**config.mk**
```make
export PLATFORM = sky130hd
export DESIGN_NAME = cv_rate_monitor
export DESIGN_NICKNAME = d
export VERILOG_FILES = /design/src/rtl/cv_rate_monitor.sv
export SDC_FILE = /design/constraint.sdc
export NUM_CORES = 1
export LEC_CHECK = 0
export ABC_AREA = 0
export BUFFER_PORTS_ARGS = -buffer_cell sky130_fd_sc_hd__buf_2
export CAP_MARGIN = 20
export CORE_MARGIN = 2
export CORE_UTILIZATION = 40
export CTS_BUF_LIST = sky130_fd_sc_hd__clkbuf_8 sky130_fd_sc_hd__clkbuf_16
export DETAILED_ROUTE_END_ITERATION = 12
export GPL_TIMING_DRIVEN = 0
export SYNTH_ARGS = -nofsm -noshare
export SYNTH_HDL_FRONTEND = slang
export SYNTH_SLANG_ARGS = --single-unit
export TNS_END_PERCENT = 30
```
**constraint.sdc**
```tcl
create_clock -name clk -period 3.6 [get_ports clk]
set_input_delay 0.36 -clock clk [delete_from_list [all_inputs] [get_ports clk]]
set_output_delay 0.36 -clock clk [all_outputs]
set_load 0.005 [all_outputs]
```
**src/rtl/cv_rate_monitor.sv**
```systemverilog
module cv_rate_monitor #(
  parameter int unsigned TICKS_PER_WINDOW = 60000,
  parameter int unsigned TH_HI = 344,
  parameter int unsigned TH_LO = 338
) (
  input  logic clk,
  input  logic rst_n,
  input  logic cv_pulse,
  input  logic tb_clk,
  input  logic rate_hi,
  input  logic codec_en,
  output logic line_bad
);
  localparam int unsigned TH_MAX = (TH_HI > TH_LO) ? TH_HI : TH_LO;
  localparam int unsigned CW = $clog2(TH_MAX + 2);
  localparam int unsigned WW = $clog2(TICKS_PER_WINDOW + 1);
  localparam logic [CW-1:0] CNT_MAX = {CW{1'b1}};
  localparam logic [WW-1:0] LAST_TICK = WW'(TICKS_PER_WINDOW - 1);

  logic [2:0]    tb_sync;
  logic [WW-1:0] wcnt;
  logic [CW-1:0] vcnt;
  logic [CW:0]   total;
  logic [CW-1:0] th;
  logic          tick, win_end, cv_in;

  assign tick    = tb_sync[1] & ~tb_sync[2];
  assign win_end = codec_en & tick & (wcnt == LAST_TICK);
  assign cv_in   = codec_en & cv_pulse;
  assign total   = {1'b0, vcnt} + {{CW{1'b0}}, cv_in};
  assign th      = rate_hi ? CW'(TH_HI) : CW'(TH_LO);

  always_ff @(posedge clk) begin
    if (!rst_n) tb_sync <= '0;
    else        tb_sync <= {tb_sync[1:0], tb_clk};
  end

  always_ff @(posedge clk) begin
    if (!rst_n || !codec_en) begin
      wcnt     <= '0;
      vcnt     <= '0;
      line_bad <= 1'b0;
    end else begin
      if (tick) wcnt <= win_end ? '0 : wcnt + 1'b1;
      if (win_end) begin
        line_bad <= total > {1'b0, th};
        vcnt     <= '0;
      end else if (total[CW]) begin
        vcnt <= CNT_MAX;
      end else begin
        vcnt <= total[CW-1:0];
      end
    end
  end
endmodule


```
==> metrics, run 1 <==
status completed; Clock Tree Buf Depth 2; postcts setup bufs 0; Netlist cell types 34; Top-Level Pins 7; n_diodes 0; CP required 3.82 ns; GP Congestion 0.732; hold depth 2; Detailed Route WL ~2500 um; Mapped Nets 165; sequential area share after synthesis 0.425; CTS root buffer clkbuf_8; power density over cell area between 400 and 500 mW/mm^2; achievable frequency 0.495 GHz; crit end category flip-flop; R2R cell count 10; Tot GR Track Use 0.140; Filler cells ~340; global-route wire length before repair 4330 um; CTS-repair resized insts 0; Clock Latency Late Sink 0.28 ns; DRC viols 0; die area 0.00390 mm^2; Worst Path Max Fanout 5; Synth Cell Area 0.00137 mm^2; HP Class primary input to flip-flop; TritonCTS buffer count 5; Crit path arrival time 2.24 ns; Setup TNS Final 0 ns; Mapped Cells 154; max cap viols 0; RSZ-0062 raised after global routing false; number of global-route vias before repair 1021; Initial Util 0.413; worst slew pin tran 0.340 ns; Core ar. 0.00331 mm^2; row count 21; area of the multi-input gates 742 um^2; Port Buffers 6; Post-DP HPWL 1840 um; fin nets approximately 180; Max-slew headroom 0.772; Setup-failing EPs final 0; clk slew on worst S/H paths ~0.060 ns; Die H about 62 um; WHS Endpoint tb_sync[0]$_SDFF_PN0_; R2R setup slack 1.64 ns; Die W 62.5 um; Setup Skew between 0.004 and 0.005 ns; Placed Area about 0.0015 mm^2; CTS H-tree depth 2; layout cell share with drive strength beyond 1 0.155; final period utilization 0.561; FF-to-FF Start vcnt[0]$_SDFF_PP0_; CTS Hold Bufs 0; Worst setup SP type primary input; pin count of the biggest net entering global routing 11; Post-Syn Area per Cell 8.88 um^2; number of synthesized register bits 29; Leak 0.598 nW; post-route cell area between 0.0015 and 0.002 mm^2; grt ovf 0; CTS tree done; RR Endpoint line_bad$_SDFFE_PP0P_; vias per cell roughly 4.9; Worst Hold Launch tb_clk; FF/Latch Area 581 um^2; DR vias roughly 1100; synth warn 0; max-slew violations 0; min Tclk post-route 2.02 ns; VDD IR max 0.309 mV; antenna-violating nets left 0; Layout area overhead 14.9%; DR WL/cell between 10 and 15 um; Fin. Hold Viols 0; Clock Sinks 29; Crit Path Class primary input to flip-flop; DR iter-0 viols 34; initial antenna violation count 0; drt first pass iters 4
[sequential cells by signal (all words and copies together), names as in the netlist]
name,count
line_bad,1
vcnt,9
wcnt,16
tb_sync,3
[cell usage after synthesis (all sizes together)]
| master | n | area share |
|---|---|---|
| nand2 | 14 | 0.038 |
| o21ba | 1 | 0.0073 |
| or3 | 3 | 0.015 |
| and2 | 4 | 0.018 |
| mux2 | 1 | 0.011 |
| o21ai | 4 | 0.017 |
| nor4b | 1 | 0.011 |
| nand2b | 1 | 0.0046 |
| a31oi | 2 | 0.0091 |
| xnor2 | 5 | 0.032 |
| or2 | 1 | 0.0046 |
| nor3 | 3 | 0.011 |
| clkbuf | 1 | 0.0037 |
| o211ai | 3 | 0.020 |
| nand4 | 8 | 0.037 |
| a211oi | 1 | 0.0055 |
| buf | 2 | 0.0073 |
| nand3 | 7 | 0.033 |
| nor4bb | 1 | 0.0073 |
| ha | 5 | 0.046 |
| nor2b | 2 | 0.015 |
| nor2 | 20 | 0.055 |
| nor3b | 1 | 0.0055 |
| and4b | 1 | 0.0073 |
| inv | 8 | 0.022 |
| xor2 | 13 | 0.083 |
| and3 | 6 | 0.027 |
| a21oi | 6 | 0.022 |
| dfxtp | 29 | 0.42 |
[layout make-up]
| class | instances | area share |
|---|---|---|
| sequential | 29 | 0.369 |
| multi-input combinational | 114 | 0.472 |
| inverter | 8 | 0.0191 |
| timing repair buffer | 6 | 0.0191 |
| clock inverter | 2 | 0.0215 |
| clock buffer | 6 | 0.0525 |
| buffer | 3 | 0.00955 |
| tap | 46 | 0.0366 |
[worst max-delay path, stage by stage]
cell and delay [ns]:
buf_2 0.13, and2_1 0.16, ha_1 0.23, nand3_1 0.11, xor2_1 0.20, inv_1 0.07
ha_1 0.29, nand2_1 0.07, nor3_1 0.04, a211oi_1 0.33, o211ai_2 0.15, o21ai_2 0.11
[layout by cell type (no fill, tap or decap), drive strengths merged, types with 4 or more instances in the layout]
cell | netlist | layout
dfxtp | 29 | 29
nor2 | 20 | 20
nand2 | 14 | 14
xor2 | 13 | 13
inv | 8 | 9
nand4 | 8 | 8
buf | 2 | 8
clkbuf | 1 | 7
nand3 | 7 | 7
and3 | 6 | 6
a21oi | 6 | 6
xnor2 | 5 | 5
ha | 5 | 5
and2 | 4 | 4
o21ai | 4 | 4
[how the worst max path moves through the flow]
stage               startpoint               endpoint  slack (ns)  cells past startpoint
floorplan             codec_en  line_bad$_SDFFE_PP0P_        1.68                     11
global placement      codec_en  line_bad$_SDFFE_PP0P_        1.31                     12
detailed placement    codec_en  line_bad$_SDFFE_PP0P_        1.31                     12
CTS                   codec_en  line_bad$_SDFFE_PP0P_        1.59                     12
global route          codec_en  line_bad$_SDFFE_PP0P_        1.41                     12
finish                codec_en  line_bad$_SDFFE_PP0P_        1.58                     12
[power breakdown]
part / switching (mW) / leakage (nW) / internal (mW)
combinational: 0.0119 / 0.301 / 0.00782
sequential: 0.00102 / 0.234 / 0.323
clock: 0.123 / 0.0626 / 0.222
[stage by stage]
step | power [mW] | util | hold slack [ns] | setup slack, ns | std cells
final | 0.689 | 0.475 | 0.293 | 1.58 | 214
after global routing | 0.712 | 0.475 | 0.302 | 1.41 | 214
after detailed placement | 0.351 | 0.440 | 0.421 | 1.31 | 206
after global placement | 0.350 | 0.440 | 0.418 | 1.31 | 206
after floorplan | 0.343 | - | 0.412 | 1.68 | 154
after CTS | 0.695 | 0.475 | 0.288 | 1.59 | 214
[kinds of logic (layout without fill, tap and decap cells)]
kind of cell,Yosys count,in the layout,synth area share
mux,1,1,0.0110
simple gates,73,73,0.289
fa+ha+maj,5,5,0.0457
compound gates,17,17,0.0814
xor+xnor,18,18,0.115
buf+inv,11,25,0.0329
flops,29,29,0.425
[layer usage]
layer | share of wire | global-route usage | vias to the layer above
li1 | - | - | 553
met1 | 0.47 | 0.160 | 484
met2 | 0.49 | 0.241 | 15
met3 | 0.033 | 0.0486 | 5
met4 | 0.013 | 0.0500 | 0
met5 | 0 | 0 | -
(Power assumes the default switching activity.)
==> inputs of run 2 (changes only) <==
==> constraint.sdc (replaced) <==
create_clock -name clk -period 1.85 [get_ports clk]
set_input_delay 0.185 -clock clk [delete_from_list [all_inputs] [get_ports clk]]
set_output_delay 0.185 -clock clk [all_outputs]
set_load 0.005 [all_outputs]
==> metrics, run 2 (synthesis results as in run 1) <==
Switching Fraction 0.199; largest registers wcnt (16), vcnt (9), tb_sync (3); Setup Skew 0.00450 ns; Clock Tree Buf Depth 2; Top-Level Pins 7; Crit Path Class flip-flop to flip-flop; most frequent cells in the layout 28 x dfxtp_1, 20 x nor2_1, 14 x nand2_1; slowest stage delay, CP 0.33 ns; P_sw 268 uW; RSZ-0062 raised after global routing false; max cap viols 0; CTS H-tree depth 2; final period utilization 0.950; Leak 0.604 nW; Die W 62.5 um; power share of the clock group 0.499; Clock Latency Late Sink 0.28 ns; DRC viols 0; CTS root buffer clkbuf_8; CTS Hold Bufs 0; Crit-path slowest cell dfxtp_2; Detailed Route WL 2560 um; number of global-route vias before repair 1032; vias per cell around 5; Fin. Hold Viols 0; logic gate share of total power 0.032; Worst setup SP type flip-flop; Flop pwr share 0.468; n_diodes 0; power density over cell area roughly 830 mW/mm^2; setup ws final about 0.092 ns; Tot GR Track Use 0.141; row count 21; internal power 1.08 mW; crit-path leading delay family compound AO/OA/AOI/OAI gates; Post-DP HPWL 1840 um; layout cell share with drive strength beyond 1 0.195; Largest Register wcnt; final std cells w/o fill roughly 220; pin count of the biggest net entering global routing 11; DR WL/cell roughly 12 um; initial antenna violation count 0; min Tclk post-route approximately 1.8 ns; Hold Worst Slack roughly 0.12 ns; crit path buf inv count 1; worst slew pin tran 0.334 ns; fin nets around 180; Worst Path Max Fanout 4; DR vias ~1100; VDD IR max 0.600 mV; status completed; antenna-violating nets left 0; Core ar. 0.00331 mm^2; Worst path most repeated cell ha_4; total power 1.35 mW; drt first pass iters 4; Filler cells ~330; achievable frequency 0.569 GHz; Layout area overhead 18.7%; Crit path arrival time 1.98 ns; max-slew violations 0; Setup TNS Final 0 ns; Port Buffers 6; clk slew on worst S/H paths about 0.060 ns; Largest register FFs 16; commonest non-fill, non-tap cell in the layout dfxtp_1; cell breakdown of the critical path ha_4, nand3_2, xor2_1, inv_1, ha_4, o21ai_0, a211oi_2, o211ai_2, o21ai_2; pre-CTS WS -0.267 ns; CP required 2.07 ns; die area 0.00390 mm^2; TritonCTS buffer count 5; Max-slew headroom 0.777; GP Congestion around 0.73; crit end category flip-flop; grt ovf 0; Initial Util 0.413; CTS tree done; Die H 62.5 um; global-route wire length before repair 4400 um; DR iter-0 viols 24; HP Class primary input to flip-flop; Inst Count DP 206; Clock Sinks 29; Setup-failing EPs final 0
## run 2: what timing repair did
item / CTS / global route
setup endpoints to repair: 1 / 8
resized for setup: 3 / 5
setup buffers: 1 / 0
hold endpoints to repair: 0 / 0
cloned: 0 / 0
pin swaps: 1 / 3
## run 2: final timing paths
| kind | start | endpoint | slack [ns] | depth (start not counted) |
|---|---|---|---|---|
| worst max register to register | vcnt[0]$_SDFF_PP0_ | line_bad$_SDFFE_PP0P_ | 0.09 | 9 |
| worst max-delay path | vcnt[0]$_SDFF_PP0_ | line_bad$_SDFFE_PP0P_ | 0.09 | 9 |
| worst min-delay path | tb_clk | tb_sync[0]$_SDFF_PN0_ | 0.12 | 2 |
| worst min register to register | tb_sync[0]$_SDFF_PN0_ | tb_sync[1]$_SDFF_PN0_ | 0.43 | 1 |
## run 2: area by class of cell
class / count / area, um^2 / share of cell area
Timing Repair Buffer: 7 / 37.5 / 0.0231
Sequential cell: 29 / 582 / 0.359
Inverter: 8 / 30.0 / 0.0185
Buffer: 3 / 17.5 / 0.0108
Multi-Input combinational cell: 114 / 782 / 0.482
Clock buffer: 6 / 82.6 / 0.0509
Clock inverter: 2 / 33.8 / 0.0208
Tap cell: 46 / 57.6 / 0.0355
## run 2: per-stage QoR
stage                     utilization  area, um^2
final                           0.490        1620
after global routing            0.490        1620
after CTS                       0.481        1590
after detailed placement        0.440        1460
after global placement          0.440        1460
after floorplan                     -        1370
## run 2: power groups by stage
stage / clock [mW] / combinational, mW / sequential [mW]
floorplan: 0 / 0.0238 / 0.644
global route: 0.712 / 0.0481 / 0.631
finish: 0.673 / 0.0436 / 0.631
detailed placement: 0 / 0.0385 / 0.644
global placement: 0 / 0.0370 / 0.644
CTS: 0.683 / 0.0409 / 0.630
## run 2: metal layers
| metal | global-route usage | up-vias | routed length, um |
|---|---|---|---|
| met2 | 0.243 | 19 | 1230 |
| met3 | 0.0486 | 5 | 99 |
| met5 | 0 | - | 0 |
| met1 | 0.163 | 494 | 1190 |
| met4 | 0.0500 | 0 | 33 |
| li1 | - | 553 | - |
